--- config.mk ---
export PLATFORM = sky130hd
export DESIGN_NAME = rename_rob_unit
export DESIGN_NICKNAME = d
export VERILOG_FILES = /design/src/rtl/rnm_pkg.sv /design/src/rtl/rnm_map_table.sv /design/src/rtl/rnm_free_list.sv /design/src/rtl/rnm_rob.sv /design/src/rtl/rename_rob_unit.sv
export SDC_FILE = /design/constraint.sdc
export NUM_CORES = 1
export LEC_CHECK = 0
export ABC_AREA = 1
export BUFFER_PORTS_ARGS = -buffer_cell sky130_fd_sc_hd__buf_2
export CAP_MARGIN = 20
export CORE_MARGIN = 2
export CORE_UTILIZATION = 45
export CTS_CLUSTER_SIZE = 30
export DETAILED_ROUTE_END_ITERATION = 10
export PLACE_DENSITY = 0.65
export SLEW_MARGIN = 10
export SYNTH_ARGS = -nofsm -noshare
export SYNTH_HDL_FRONTEND = slang
export SYNTH_SLANG_ARGS = --single-unit
--- constraint.sdc ---
create_clock -name clk -period 5.9 [get_ports clk]
set_input_delay 1.475 -clock clk [delete_from_list [all_inputs] [get_ports clk]]
set_output_delay 1.475 -clock clk [all_outputs]
set_load 0.02 [all_outputs]
--- src/rtl/rnm_pkg.sv ---
package rnm_pkg;
  localparam int ARCH_REGS   = 8;
  localparam int PHYS_REGS   = 16;
  localparam int ROB_ENTRIES = 8;
  // tag 0 is reserved for "no tag", so tags run 1..PHYS_REGS
  localparam int TAG_BITS    = $clog2(PHYS_REGS + 1);
  localparam int ARCH_BITS   = $clog2(ARCH_REGS);
  localparam int ROB_BITS    = $clog2(ROB_ENTRIES);
endpackage

--- src/rtl/rnm_map_table.sv ---
module rnm_map_table #(
  parameter int NUM_ARCH = rnm_pkg::ARCH_REGS,
  parameter int TAG_W    = rnm_pkg::TAG_BITS,
  localparam int ARCH_W  = $clog2(NUM_ARCH)
) (
  input  logic              clk,
  input  logic              rst,
  input  logic [ARCH_W-1:0] rd1_arch,
  output logic [TAG_W-1:0]  rd1_tag,
  output logic              rd1_rdy,
  input  logic [ARCH_W-1:0] rd2_arch,
  output logic [TAG_W-1:0]  rd2_tag,
  output logic              rd2_rdy,
  input  logic [ARCH_W-1:0] rdd_arch,
  output logic [TAG_W-1:0]  rdd_tag,
  input  logic              wr_en,
  input  logic [ARCH_W-1:0] wr_arch,
  input  logic [TAG_W-1:0]  wr_tag,
  input  logic              bc_en,
  input  logic [TAG_W-1:0]  bc_tag
);
  logic [TAG_W-1:0]    map_q [NUM_ARCH];
  logic [NUM_ARCH-1:0] rdy_q;

  for (genvar g = 0; g < NUM_ARCH; g++) begin : g_ent
    always_ff @(posedge clk) begin
      if (rst) begin
        map_q[g] <= TAG_W'(g + 1);
        rdy_q[g] <= 1'b1;
      end else if (wr_en && wr_arch == ARCH_W'(g)) begin
        map_q[g] <= wr_tag;
        rdy_q[g] <= 1'b0;
      end else if (bc_en && map_q[g] == bc_tag) begin
        rdy_q[g] <= 1'b1;
      end
    end
  end

  always_comb begin
    rd1_tag = map_q[rd1_arch];
    rd2_tag = map_q[rd2_arch];
    rdd_tag = map_q[rdd_arch];
    rd1_rdy = rdy_q[rd1_arch] | (bc_en && map_q[rd1_arch] == bc_tag);
    rd2_rdy = rdy_q[rd2_arch] | (bc_en && map_q[rd2_arch] == bc_tag);
  end

  AST_MAP_NEW_NOT_READY: assert property (@(posedge clk) disable iff (rst)
    wr_en |=> !rdy_q[$past(wr_arch)]) else $error("new mapping marked ready");
endmodule

--- src/rtl/rnm_free_list.sv ---
module rnm_free_list #(
  parameter int DEPTH     = rnm_pkg::PHYS_REGS - rnm_pkg::ARCH_REGS,
  parameter int FIRST_TAG = rnm_pkg::ARCH_REGS + 1,
  parameter int TAG_W     = rnm_pkg::TAG_BITS,
  localparam int PTR_W    = $clog2(DEPTH),
  localparam int CNT_W    = $clog2(DEPTH + 1)
) (
  input  logic             clk,
  input  logic             rst,
  input  logic             pop,
  output logic [TAG_W-1:0] head_tag,
  output logic             empty,
  input  logic             push,
  input  logic [TAG_W-1:0] push_tag
);
  logic [TAG_W-1:0] mem [DEPTH];
  logic [PTR_W-1:0] rd_ptr, wr_ptr;
  logic [CNT_W-1:0] count;

  function automatic logic [PTR_W-1:0] bump(input logic [PTR_W-1:0] p);
    return (p == PTR_W'(DEPTH - 1)) ? '0 : p + 1'b1;
  endfunction

  always_ff @(posedge clk) begin
    if (rst) begin
      for (int i = 0; i < DEPTH; i++) mem[i] <= TAG_W'(FIRST_TAG + i);
    end else if (push) begin
      mem[wr_ptr] <= push_tag;
    end
  end

  always_ff @(posedge clk) begin
    if (rst) begin
      rd_ptr <= '0;
      wr_ptr <= '0;
      count  <= CNT_W'(DEPTH);
    end else begin
      if (pop)  rd_ptr <= bump(rd_ptr);
      if (push) wr_ptr <= bump(wr_ptr);
      case ({push, pop})
        2'b10:   count <= count + 1'b1;
        2'b01:   count <= count - 1'b1;
        default: count <= count;
      endcase
    end
  end

  assign head_tag = mem[rd_ptr];
  assign empty    = (count == '0);

  AST_FL_NO_UNDERFLOW: assert property (@(posedge clk) disable iff (rst)
    pop |-> count != '0) else $error("free list underflow");
  AST_FL_NO_OVERFLOW: assert property (@(posedge clk) disable iff (rst)
    push |-> count != CNT_W'(DEPTH)) else $error("free list overflow");
endmodule

--- src/rtl/rnm_rob.sv ---
module rnm_rob #(
  parameter int DEPTH  = rnm_pkg::ROB_ENTRIES,
  parameter int TAG_W  = rnm_pkg::TAG_BITS,
  localparam int IDX_W = $clog2(DEPTH),
  localparam int CNT_W = $clog2(DEPTH + 1)
) (
  input  logic             clk,
  input  logic             rst,
  input  logic             alloc,
  input  logic             alloc_has_dst,
  input  logic [TAG_W-1:0] alloc_tag,
  input  logic [TAG_W-1:0] alloc_told,
  output logic [IDX_W-1:0] alloc_idx,
  output logic             full,
  input  logic             iss_en,
  input  logic [IDX_W-1:0] iss_idx,
  input  logic             cmp_req,
  input  logic [IDX_W-1:0] cmp_idx,
  output logic             cmp_ok,
  output logic             ret_fire,
  output logic [IDX_W-1:0] ret_idx,
  output logic             ret_has_dst,
  output logic [TAG_W-1:0] ret_tag,
  output logic [TAG_W-1:0] ret_told
);
  logic [DEPTH-1:0] vld_q, iss_q, done_q;
  logic [DEPTH-1:0] hd_mem;
  logic [TAG_W-1:0] tag_mem  [DEPTH];
  logic [TAG_W-1:0] told_mem [DEPTH];
  logic [IDX_W-1:0] head, tail;
  logic [CNT_W-1:0] count;

  function automatic logic [IDX_W-1:0] bump(input logic [IDX_W-1:0] p);
    return (p == IDX_W'(DEPTH - 1)) ? '0 : p + 1'b1;
  endfunction

  assign full      = (count == CNT_W'(DEPTH));
  assign alloc_idx = tail;
  assign cmp_ok    = cmp_req && vld_q[cmp_idx] && iss_q[cmp_idx];
  assign ret_fire  = vld_q[head] && done_q[head];
  assign ret_idx   = head;
  assign ret_has_dst = hd_mem[head];
  assign ret_tag   = tag_mem[head];
  assign ret_told  = told_mem[head];

  // status flags per entry
  for (genvar g = 0; g < DEPTH; g++) begin : g_ent
    always_ff @(posedge clk) begin
      if (rst) begin
        vld_q[g]  <= 1'b0;
        iss_q[g]  <= 1'b0;
        done_q[g] <= 1'b0;
      end else if (alloc && tail == IDX_W'(g)) begin
        vld_q[g]  <= 1'b1;
        iss_q[g]  <= 1'b0;
        done_q[g] <= 1'b0;
      end else begin
        if (ret_fire && head == IDX_W'(g)) vld_q[g] <= 1'b0;
        if (iss_en && iss_idx == IDX_W'(g)) iss_q[g] <= 1'b1;
        if (cmp_ok && cmp_idx == IDX_W'(g)) done_q[g] <= 1'b1;
      end
    end
  end

  // payload: written once at allocation, no reset needed
  always_ff @(posedge clk) begin
    if (alloc) begin
      hd_mem[tail]   <= alloc_has_dst;
      tag_mem[tail]  <= alloc_tag;
      told_mem[tail] <= alloc_told;
    end
  end

  always_ff @(posedge clk) begin
    if (rst) begin
      head  <= '0;
      tail  <= '0;
      count <= '0;
    end else begin
      if (ret_fire) head <= bump(head);
      if (alloc)    tail <= bump(tail);
      case ({alloc, ret_fire})
        2'b10:   count <= count + 1'b1;
        2'b01:   count <= count - 1'b1;
        default: count <= count;
      endcase
    end
  end

  AST_ROB_NO_OVERRUN: assert property (@(posedge clk) disable iff (rst)
    alloc |-> !full) else $error("allocation into full ROB");
  AST_ROB_HEAD_STEP: assert property (@(posedge clk) disable iff (rst)
    ret_fire |=> head == (($past(head) == IDX_W'(DEPTH - 1)) ? '0 : $past(head) + 1'b1))
    else $error("head did not advance by one");
  AST_ROB_CMP_MARKS: assert property (@(posedge clk) disable iff (rst)
    cmp_ok |=> done_q[$past(cmp_idx)]) else $error("accepted completion lost");
endmodule

--- src/rtl/rename_rob_unit.sv ---
module rename_rob_unit #(
  parameter int NUM_ARCH = rnm_pkg::ARCH_REGS,
  parameter int NUM_PHYS = rnm_pkg::PHYS_REGS,
  parameter int ROB_SIZE = rnm_pkg::ROB_ENTRIES,
  localparam int TAG_W   = $clog2(NUM_PHYS + 1),
  localparam int ARCH_W  = $clog2(NUM_ARCH),
  localparam int IDX_W   = $clog2(ROB_SIZE)
) (
  input  logic              clk,
  input  logic              rst,
  input  logic              disp_valid,
  input  logic [ARCH_W-1:0] disp_src1,
  input  logic [ARCH_W-1:0] disp_src2,
  input  logic              disp_has_dst,
  input  logic [ARCH_W-1:0] disp_dst,
  output logic              disp_stall,
  output logic              rsp_valid,
  output logic [TAG_W-1:0]  rsp_src1_tag,
  output logic              rsp_src1_rdy,
  output logic [TAG_W-1:0]  rsp_src2_tag,
  output logic              rsp_src2_rdy,
  output logic [TAG_W-1:0]  rsp_dst_tag,
  output logic [IDX_W-1:0]  rsp_rob_idx,
  input  logic              iss_valid,
  input  logic [IDX_W-1:0]  iss_rob_idx,
  input  logic              cdb_valid,
  input  logic [IDX_W-1:0]  cdb_rob_idx,
  input  logic              cdb_has_tag,
  input  logic [TAG_W-1:0]  cdb_tag,
  output logic              ret_valid,
  output logic [IDX_W-1:0]  ret_rob_idx,
  output logic              ret_has_dst,
  output logic [TAG_W-1:0]  ret_tag,
  output logic [TAG_W-1:0]  ret_told
);
  localparam int FREE_DEPTH = NUM_PHYS - NUM_ARCH;

  logic             accept, take_tag;
  logic             fl_empty, fl_push;
  logic [TAG_W-1:0] fl_head;
  logic             rob_full, cmp_ok, bc_en;
  logic [IDX_W-1:0] rob_tail;
  logic [TAG_W-1:0] s1_tag, s2_tag, old_tag;
  logic             s1_rdy, s2_rdy;
  logic             r_fire, r_hd;
  logic [IDX_W-1:0] r_idx;
  logic [TAG_W-1:0] r_tag, r_told;

  assign disp_stall = rob_full || (disp_has_dst && fl_empty);
  assign accept     = disp_valid && !disp_stall;
  assign take_tag   = accept && disp_has_dst;
  assign bc_en      = cmp_ok && cdb_has_tag;
  assign fl_push    = r_fire && r_hd;

  rnm_map_table #(.NUM_ARCH(NUM_ARCH), .TAG_W(TAG_W)) u_map (
    .clk(clk), .rst(rst),
    .rd1_arch(disp_src1), .rd1_tag(s1_tag), .rd1_rdy(s1_rdy),
    .rd2_arch(disp_src2), .rd2_tag(s2_tag), .rd2_rdy(s2_rdy),
    .rdd_arch(disp_dst),  .rdd_tag(old_tag),
    .wr_en(take_tag), .wr_arch(disp_dst), .wr_tag(fl_head),
    .bc_en(bc_en), .bc_tag(cdb_tag)
  );

  rnm_free_list #(.DEPTH(FREE_DEPTH), .FIRST_TAG(NUM_ARCH + 1), .TAG_W(TAG_W)) u_free (
    .clk(clk), .rst(rst),
    .pop(take_tag), .head_tag(fl_head), .empty(fl_empty),
    .push(fl_push), .push_tag(r_told)
  );

  rnm_rob #(.DEPTH(ROB_SIZE), .TAG_W(TAG_W)) u_rob (
    .clk(clk), .rst(rst),
    .alloc(accept), .alloc_has_dst(disp_has_dst),
    .alloc_tag(fl_head), .alloc_told(old_tag),
    .alloc_idx(rob_tail), .full(rob_full),
    .iss_en(iss_valid), .iss_idx(iss_rob_idx),
    .cmp_req(cdb_valid), .cmp_idx(cdb_rob_idx), .cmp_ok(cmp_ok),
    .ret_fire(r_fire), .ret_idx(r_idx), .ret_has_dst(r_hd),
    .ret_tag(r_tag), .ret_told(r_told)
  );

  always_ff @(posedge clk) begin
    if (rst) begin
      rsp_valid <= 1'b0;
      ret_valid <= 1'b0;
    end else begin
      rsp_valid <= accept;
      ret_valid <= r_fire;
    end
  end

  always_ff @(posedge clk) begin
    if (accept) begin
      rsp_src1_tag <= s1_tag;
      rsp_src1_rdy <= s1_rdy;
      rsp_src2_tag <= s2_tag;
      rsp_src2_rdy <= s2_rdy;
      rsp_dst_tag  <= disp_has_dst ? fl_head : '0;
      rsp_rob_idx  <= rob_tail;
    end
    if (r_fire) begin
      ret_rob_idx <= r_idx;
      ret_has_dst <= r_hd;
      ret_tag     <= r_hd ? r_tag : '0;
      ret_told    <= r_hd ? r_told : '0;
    end
  end

  AST_RSP_FOLLOWS: assert property (@(posedge clk) disable iff (rst)
    (disp_valid && !disp_stall) |=> rsp_valid) else $error("response missing");
  AST_RSP_DST_NONZERO: assert property (@(posedge clk) disable iff (rst)
    (disp_valid && !disp_stall && disp_has_dst) |=> rsp_dst_tag != '0)
    else $error("destination got no tag");
endmodule

* Word level (Yosys, flattened, before mapping) *
Memory sizes are Yosys's and may differ from the RTL's. A register that Yosys moved wholly into a read port is not among the register bits.
Index checks and enable logic that the tools add are counted.

storage, ports and cells
  bits in registers = 91
  input bits = 27
  memories kept = 4
  bits in latches = 0
  RAM bits = 160
  output and inout port bits = 37
  ROM bits = 0

cells by class
  divide/modulo/power cells = 0
  add/sub/neg operators = 8
  multiply operators = 0
  reductions and logical operators = 95
  bitwise operators = 10
  shift-type cells = 0
  muxes and demuxes = 101
  $lt $le $gt $ge = 6
  equality and inequality tests = 52

memories
  memory          words  width  rd ports  clocked after memory_dff  write ports  line                 source
  u_free.mem      8      5      1         1                         8            rnm_free_list.sv:16  logic [TAG_W-1:0] mem [DEPTH];
  u_map.map_q     8      5      11        0                         8            rnm_map_table.sv:22  logic [TAG_W-1:0] map_q [NUM_ARCH];
  u_rob.tag_mem   8      5      1         1                         1            rnm_rob.sv:28        logic [TAG_W-1:0] tag_mem [DEPTH];
  u_rob.told_mem  8      5      1         1                         1            rnm_rob.sv:29        logic [TAG_W-1:0] told_mem [DEPTH];

operators with widths
  kind                                                 number
  two-way mux 1 bit                                    72
  == test 3 bit (second input constant)                22
  logical AND 1 bit                                    59
  == test 5 bit                                        10
  two-way mux 5 bit                                    9
  nonzero test 2 bit                                   18
  == test 3 x 2 -> 1 bit (second input constant)       10
  two-way mux 3 bit                                    9
  binary-select mux 1 bit (select 3 bit)               7
  < comparator 3 x 4 -> 1 bit (second input constant)  5
  one-hot mux 4 bit (2 select lines)                   2
  OR reduction 2 bit                                   8
  == test 3 x 1 -> 1 bit (second input constant)       5
  zero test 3 bit                                      5
  adder 3 x 1 -> 3 bit (second input constant)         4
  OR 1 bit                                             10
  adder 4 x 1 -> 4 bit (second input constant)         2
  bitwise mux 8 bit                                    1
  subtractor 4 x 1 -> 4 bit (second input constant)    2
  OR reduction 5 bit                                   1
  == test 2 x 1 -> 1 bit (second input constant)       2
  == test 2 bit (second input constant)                2
  == test 4 bit (second input constant)                1
  zero test 4 bit                                      1
  4 further kinds                                      5

* Logic depth before layout (Yosys ltp) *
  depth after elaboration = 11
  gate-level depth with buffers = 18
  gate-level depth less buffers = 17

* By module *
Synthesis repeated with hierarchy kept, for this count alone.

unflattened totals
  cells, all modules = 1487
  area total of the unflattened synthesis = 12977.4 µm²

by module, submodules not included
  module           cells each  area each (µm²)  instances
  rnm_rob          538         5440.2           1
  rnm_map_table    593         3811.2           1
  rnm_free_list    275         2486.1           1
  rename_rob_unit  81          1239.9           1

* Worst setup path after synthesis *
OpenSTA, ideal clock, no wires.

  kind = in2out
  start = in disp_has_dst
  end = out disp_stall
  required time = 4425 ps
  stages = 2
  arrival = 1829 ps
  setup slack = 2596 ps
  cell sequence = nand4_1 -> nand2_1

between the ends
  longest elaborated chain between the ends = 2

ends and longest elaborated chain
  item               line                   source
  from (decl)        rename_rob_unit.sv:14  input logic disp_has_dst,
  logical AND 1 bit  rename_rob_unit.sv:49  assign disp_stall = rob_full || (disp_has_dst && fl_empty);
  logical OR 1 bit   rename_rob_unit.sv:49
  to (decl)          rename_rob_unit.sv:16  output logic disp_stall,

No other way between the ends.

* Worst setup path after layout *
  start = reg u_rob.head[0] (netlist: u_rob.ret_idx[0])
  end = reg u_free.count[3]

between the ends
  longest elaborated chain between the ends = 6
  elaborated cells on any way between the ends = 12
  classes of those cells = 2 x eq/ne; 7 x mux; 3 x reduce/logical

ends and longest elaborated chain
  item                                                                             line                   source
  from (decl)                                                                      rnm_rob.sv:30          logic [IDX_W-1:0] head, tail;
  from (signal assigned)                                                           rnm_rob.sv:80          if (ret_fire) head <= bump(head);
  binary-select mux 1 bit (select 3 bit)                                           rnm_rob.sv:40          assign ret_fire = vld_q[head] && done_q[head];
  two-way mux 1 bit (not written as such)                                          rnm_rob.sv:40
  logical AND 1 bit *                                                              rnm_rob.sv:40
  named net r_fire                                                                 rename_rob_unit.sv:45  logic r_fire, r_hd;
  logical AND 1 bit *                                                              rename_rob_unit.sv:53  assign fl_push = r_fire && r_hd;
  == test 2 x 1 -> 1 bit / == test 2 bit (equally long branches)                   rnm_free_list.sv:40    case ({push, pop})
  one-hot mux 4 bit (2 select lines) / nonzero test 2 bit (equally long branches)  --
  to (signal assigned)                                                             rnm_free_list.sv:41    2'b10: count <= count + 1'b1;
  to (signal assigned)                                                             rnm_free_list.sv:42    2'b01: count <= count - 1'b1;
  to (signal assigned)                                                             rnm_free_list.sv:43    default: count <= count;
  to (decl)                                                                        rnm_free_list.sv:18    logic [CNT_W-1:0] count;

Mark *: on every way through the listed nets, which the timed path passes. The rest lies on a longest branch. The select of a mux whose other input is x is not followed.
A chain may end at the register's enable or synchronous reset.

==> flow_summary_export.csv <==
group,metric,value,unit
die,die_h,172,microns
pwr,power_density,335,mW/mm^2
placement,gp_congestion,0.991,
worst_setup_path,crit_path_end_kind,"register",
clocking,h-tree-depth,1,
worst_setup_path,worstPathRequired,6.33,ns
die,die_w,172,microns
clocking,cts_max_path_buffers,3,
timing,finalClockSkew,0.0125,ns
job,cap_violations,0,
pwr,power,4.79,mW
synthesis,async_flop_share,0,
clocking,hold_buffers,0,
worst_setup_path,crit_buf_inv,2,
synthesis,synth_cell_type_count,40,
outcome,status,"completed",
synthesis,synthTopCellsByArea,"edfxtp_1 (48%), dfxtp_1 (9.5%), nand2_1 (8.8%)",
pwr,sw_frac_of_total,0.286,
cells_and_area,nets,1492,
synthesis,synth_area,0.0127,sq mm
clocking,cts_tree,"built",
synthesis,synth_edf_count,202,
min_path,hold_class,"register to register",
drt,post_drt_wl_per_cell,18.0,microns
worst_setup_path,critPathMaxStageDelay,0.64,ns
timing,fin_ws,1.61,ns
grt,grt_pass1_wl,51800,microns
worst_setup_path,crit_family,"simple AND/OR/NAND/NOR gates",
cells_and_area,area_delta_synth_final,12.5,%
worst_setup_path,worstPathCellList,"inv_2 -> nand3_1 -> nand3_1 -> nand2_2 -> nand2_2 -> nand2_4 -> inv_1 -> nand2_1 -> ha_1 -> ha_1 -> nand2_1 -> nor2_1 -> a211oi_1 -> nor2_1 -> o21ai_0 -> nand3b_1",
pwr,internal_power,3.42,mW
synthesis,synth-warning-count,0,
grt,grt_usage,0.227,
grt,grt_pass1_vias,9427,
drt,via_count,10057,
die,ios,64,
drt,firstDrtPassIters,6,
pwr,pwr-share-seq,0.464,
pwr,p_switching,1.37,mW
cells_and_area,multi_input_area,0.00463,sq mm
timing,slew_violations,0,
drt,routed_via_density,5.46,
worst_setup_path,cp_max_fo,32,
synthesis,ys.flop_type,"edfxtp_1",
drt,wl,33100,microns
cells_and_area,utilization,0.514,
synthesis,yosysMostFrequentCell,"nand2_1",
synthesis,postSynthCellCount,1391,
pwr,peakVddDrop,0.000244,V
placement,place.port_buffers,63,
timing,worstMarginPinSlew,1.15,ns
drt,ant_nets,0,
synthesis,ys_seq_area_frac,0.573,
die,rows,61,
worst_setup_path,worstPathArrival,4.72,ns
clocking,cts_buffers,28,
timing,final-hold-violation-count,0,
pwr,clockPowerShare,0.375,
timing,fin_crit,4.29,ns
clocking,clk_latency,0.56,ns
synthesis,synth_top_area_share,0.478,
clocking,cts_setup_buffers,0,
grt,antenna_found_initial,0,
timing,grt_setup_unrepaired,"false",
synthesis,synth_nets,1441,
cells_and_area,drive_gt1_frac,0.103,
clocking,cts_root_buffer,"clkbuf_16",
worst_setup_path,crit_path_start_kind,"register",
synthesis,yosysTopAreaCell,"edfxtp_1",
timing,fmax,0.233,GHz
timing,max_slew_margin,0.226,
drt,drt-initial-drc-count,1233,
grt,grt_max_degree,36,
timing,finalCritPeriodShare,0.727,
timing,tns,0,ns
cells_and_area,fillers,2571,
clocking,clk_pin_slew,0.06,ns
die,start_util,0.456,
clocking,cts_sinks,262,
clocking,cts_resized,0,
die,fp.coreArea,0.0278,sq mm
pwr,p_leak,5.58,nW
drt,drc,0,
grt,overflow,0,
worst_setup_path,slowest_stage,"dfxtp_1",
cells_and_area,antenna_cells,0,
cells_and_area,seq_area,0.00727,sq mm
timing,setup_violations,0,
die,dieArea,0.0295,sq mm
timing,whs,0.459,ns
synthesis,syn_avg_cell_area,9.12,sq um
placement,dpl_worst_slack,1.61,ns
synthesis,ys_ff_latch,262,
synthesis,synth_common_cells,"nand2_1 (299), edfxtp_1 (202), nor2_1 (192)",
worst_setup_path,crit_type,"register to register",
placement,place_hpwl,23100,microns
pwr,combPwrFrac,0.162,
[state kept, by name, summed over array words and instances (netlist names), 8 cells and up, named ones only]
| signal | flops |
|---|---|
| u_rob.hd_mem | 8 |
| u_rob.iss_q | 8 |
| u_rob.vld_q | 8 |
| u_map.map_q | 40 |
| u_rob.tag_mem | 40 |
| u_rob.done_q | 8 |
| u_map.rdy_q | 8 |
| u_rob.told_mem | 40 |
| u_free.mem | 40 |
[power groups by stage]
stage          registers [mW]  clock network (mW)  logic (mW)
2_1_floorplan            2.24                   0       0.512
3_3_place_gp             2.26                   0       0.753
3_5_place_dp             2.26                   0       0.767
4_1_cts                  2.22                1.82       0.772
5_1_grt                  2.23                1.90       0.866
6_report                 2.22                1.79       0.774
[logic make-up (layout without fill, tap and decap cells)]
| group | count (synthesis) | after routing | synth area share |
|---|---|---|---|
| flip-flops | 262 | 262 | 0.573 |
| XOR/XNOR | 26 | 26 | 0.0180 |
| adder cells (fa/ha/maj) | 23 | 23 | 0.0233 |
| AO/OA/AOI/OAI | 212 | 212 | 0.0968 |
| buffers and inverters | 200 | 272 | 0.0622 |
| multiplexers | 5 | 5 | 0.00395 |
| AND/OR/NAND/NOR | 663 | 663 | 0.223 |
[placed cells by master, fill, tap and decap left out, types with 2 or more instances in the layout]
| cell type | synthesis | final |
|---|---|---|
| nand2_1 | 299 | 299 |
| edfxtp_1 | 202 | 202 |
| nor2_1 | 192 | 192 |
| inv_1 | 128 | 128 |
| nand3_1 | 113 | 113 |
| o21ai_0 | 89 | 88 |
| buf_2 | 6 | 63 |
| dfxtp_1 | 60 | 60 |
| a21oi_1 | 59 | 59 |
| clkbuf_16 | 0 | 28 |
| nand4_1 | 26 | 26 |
| ha_1 | 22 | 22 |
| o22ai_1 | 17 | 17 |
| o32ai_1 | 15 | 15 |
| xor2_1 | 13 | 13 |
| xnor2_1 | 13 | 13 |
| inv_2 | 11 | 11 |
| buf_4 | 2 | 11 |
| nor3_1 | 10 | 10 |
| clkinv_1 | 7 | 9 |
| o211ai_1 | 8 | 8 |
| o221ai_1 | 7 | 7 |
| clkbuf_1 | 37 | 7 |
| nand2_2 | 6 | 6 |
| o21ai_1 | 5 | 6 |
| clkinv_2 | 0 | 6 |
| nor2_4 | 5 | 5 |
| mux2i_1 | 5 | 5 |
| nand2_4 | 4 | 4 |
| a221oi_1 | 4 | 4 |
| o2111ai_1 | 4 | 4 |
| nor2_2 | 4 | 4 |
| bufinv_16 | 0 | 4 |
| a211oi_1 | 2 | 2 |
| clkbuf_8 | 0 | 2 |
[area by class of cell]
type                    instances  share of cell area
flip-flops and latches        262               0.509
clock inverters                14              0.0137
well taps                     378              0.0331
clock buffers                  37              0.0529
inverters                     146              0.0384
repair buffers                 75              0.0287
multi-input cells             929               0.324
[final timing paths]
check,startpoint,end,slack (ns),depth (start not counted)
min reg2reg,u_rob.done_q[0],u_rob.done_q[0],0.46,2
max,u_rob.ret_idx[0],u_free.count[3],1.61,16
max reg2reg,u_rob.ret_idx[0],u_free.count[3],1.61,16
min,u_rob.done_q[0],u_rob.done_q[0],0.46,2
[tightest hold or removal path: stages (launching register included)]
cell	delay (ns)
dfxtp_1	0.31
inv_1	0.05
a21oi_1	0.05
[through the flow]
step,instance area [sq um],cells
3_5_place_dp,13300,1788
5_1_grt,14300,1841
2_1_floorplan,12700,1391
4_1_cts,14300,1839
3_3_place_gp,13300,1787
6_report,14300,1841
[metal layers]
| metal | up-vias | track usage | wire length [microns] |
|---|---|---|---|
| met4 | 0 | 0.0701 | 794 |
| li1 | 4825 | - | - |
| met5 | - | 0 | 0 |
| met1 | 4710 | 0.323 | 14400 |
| met2 | 458 | 0.349 | 15000 |
| met3 | 64 | 0.0497 | 2980 |
No activity file was read; power rests on OpenSTA's default activity.
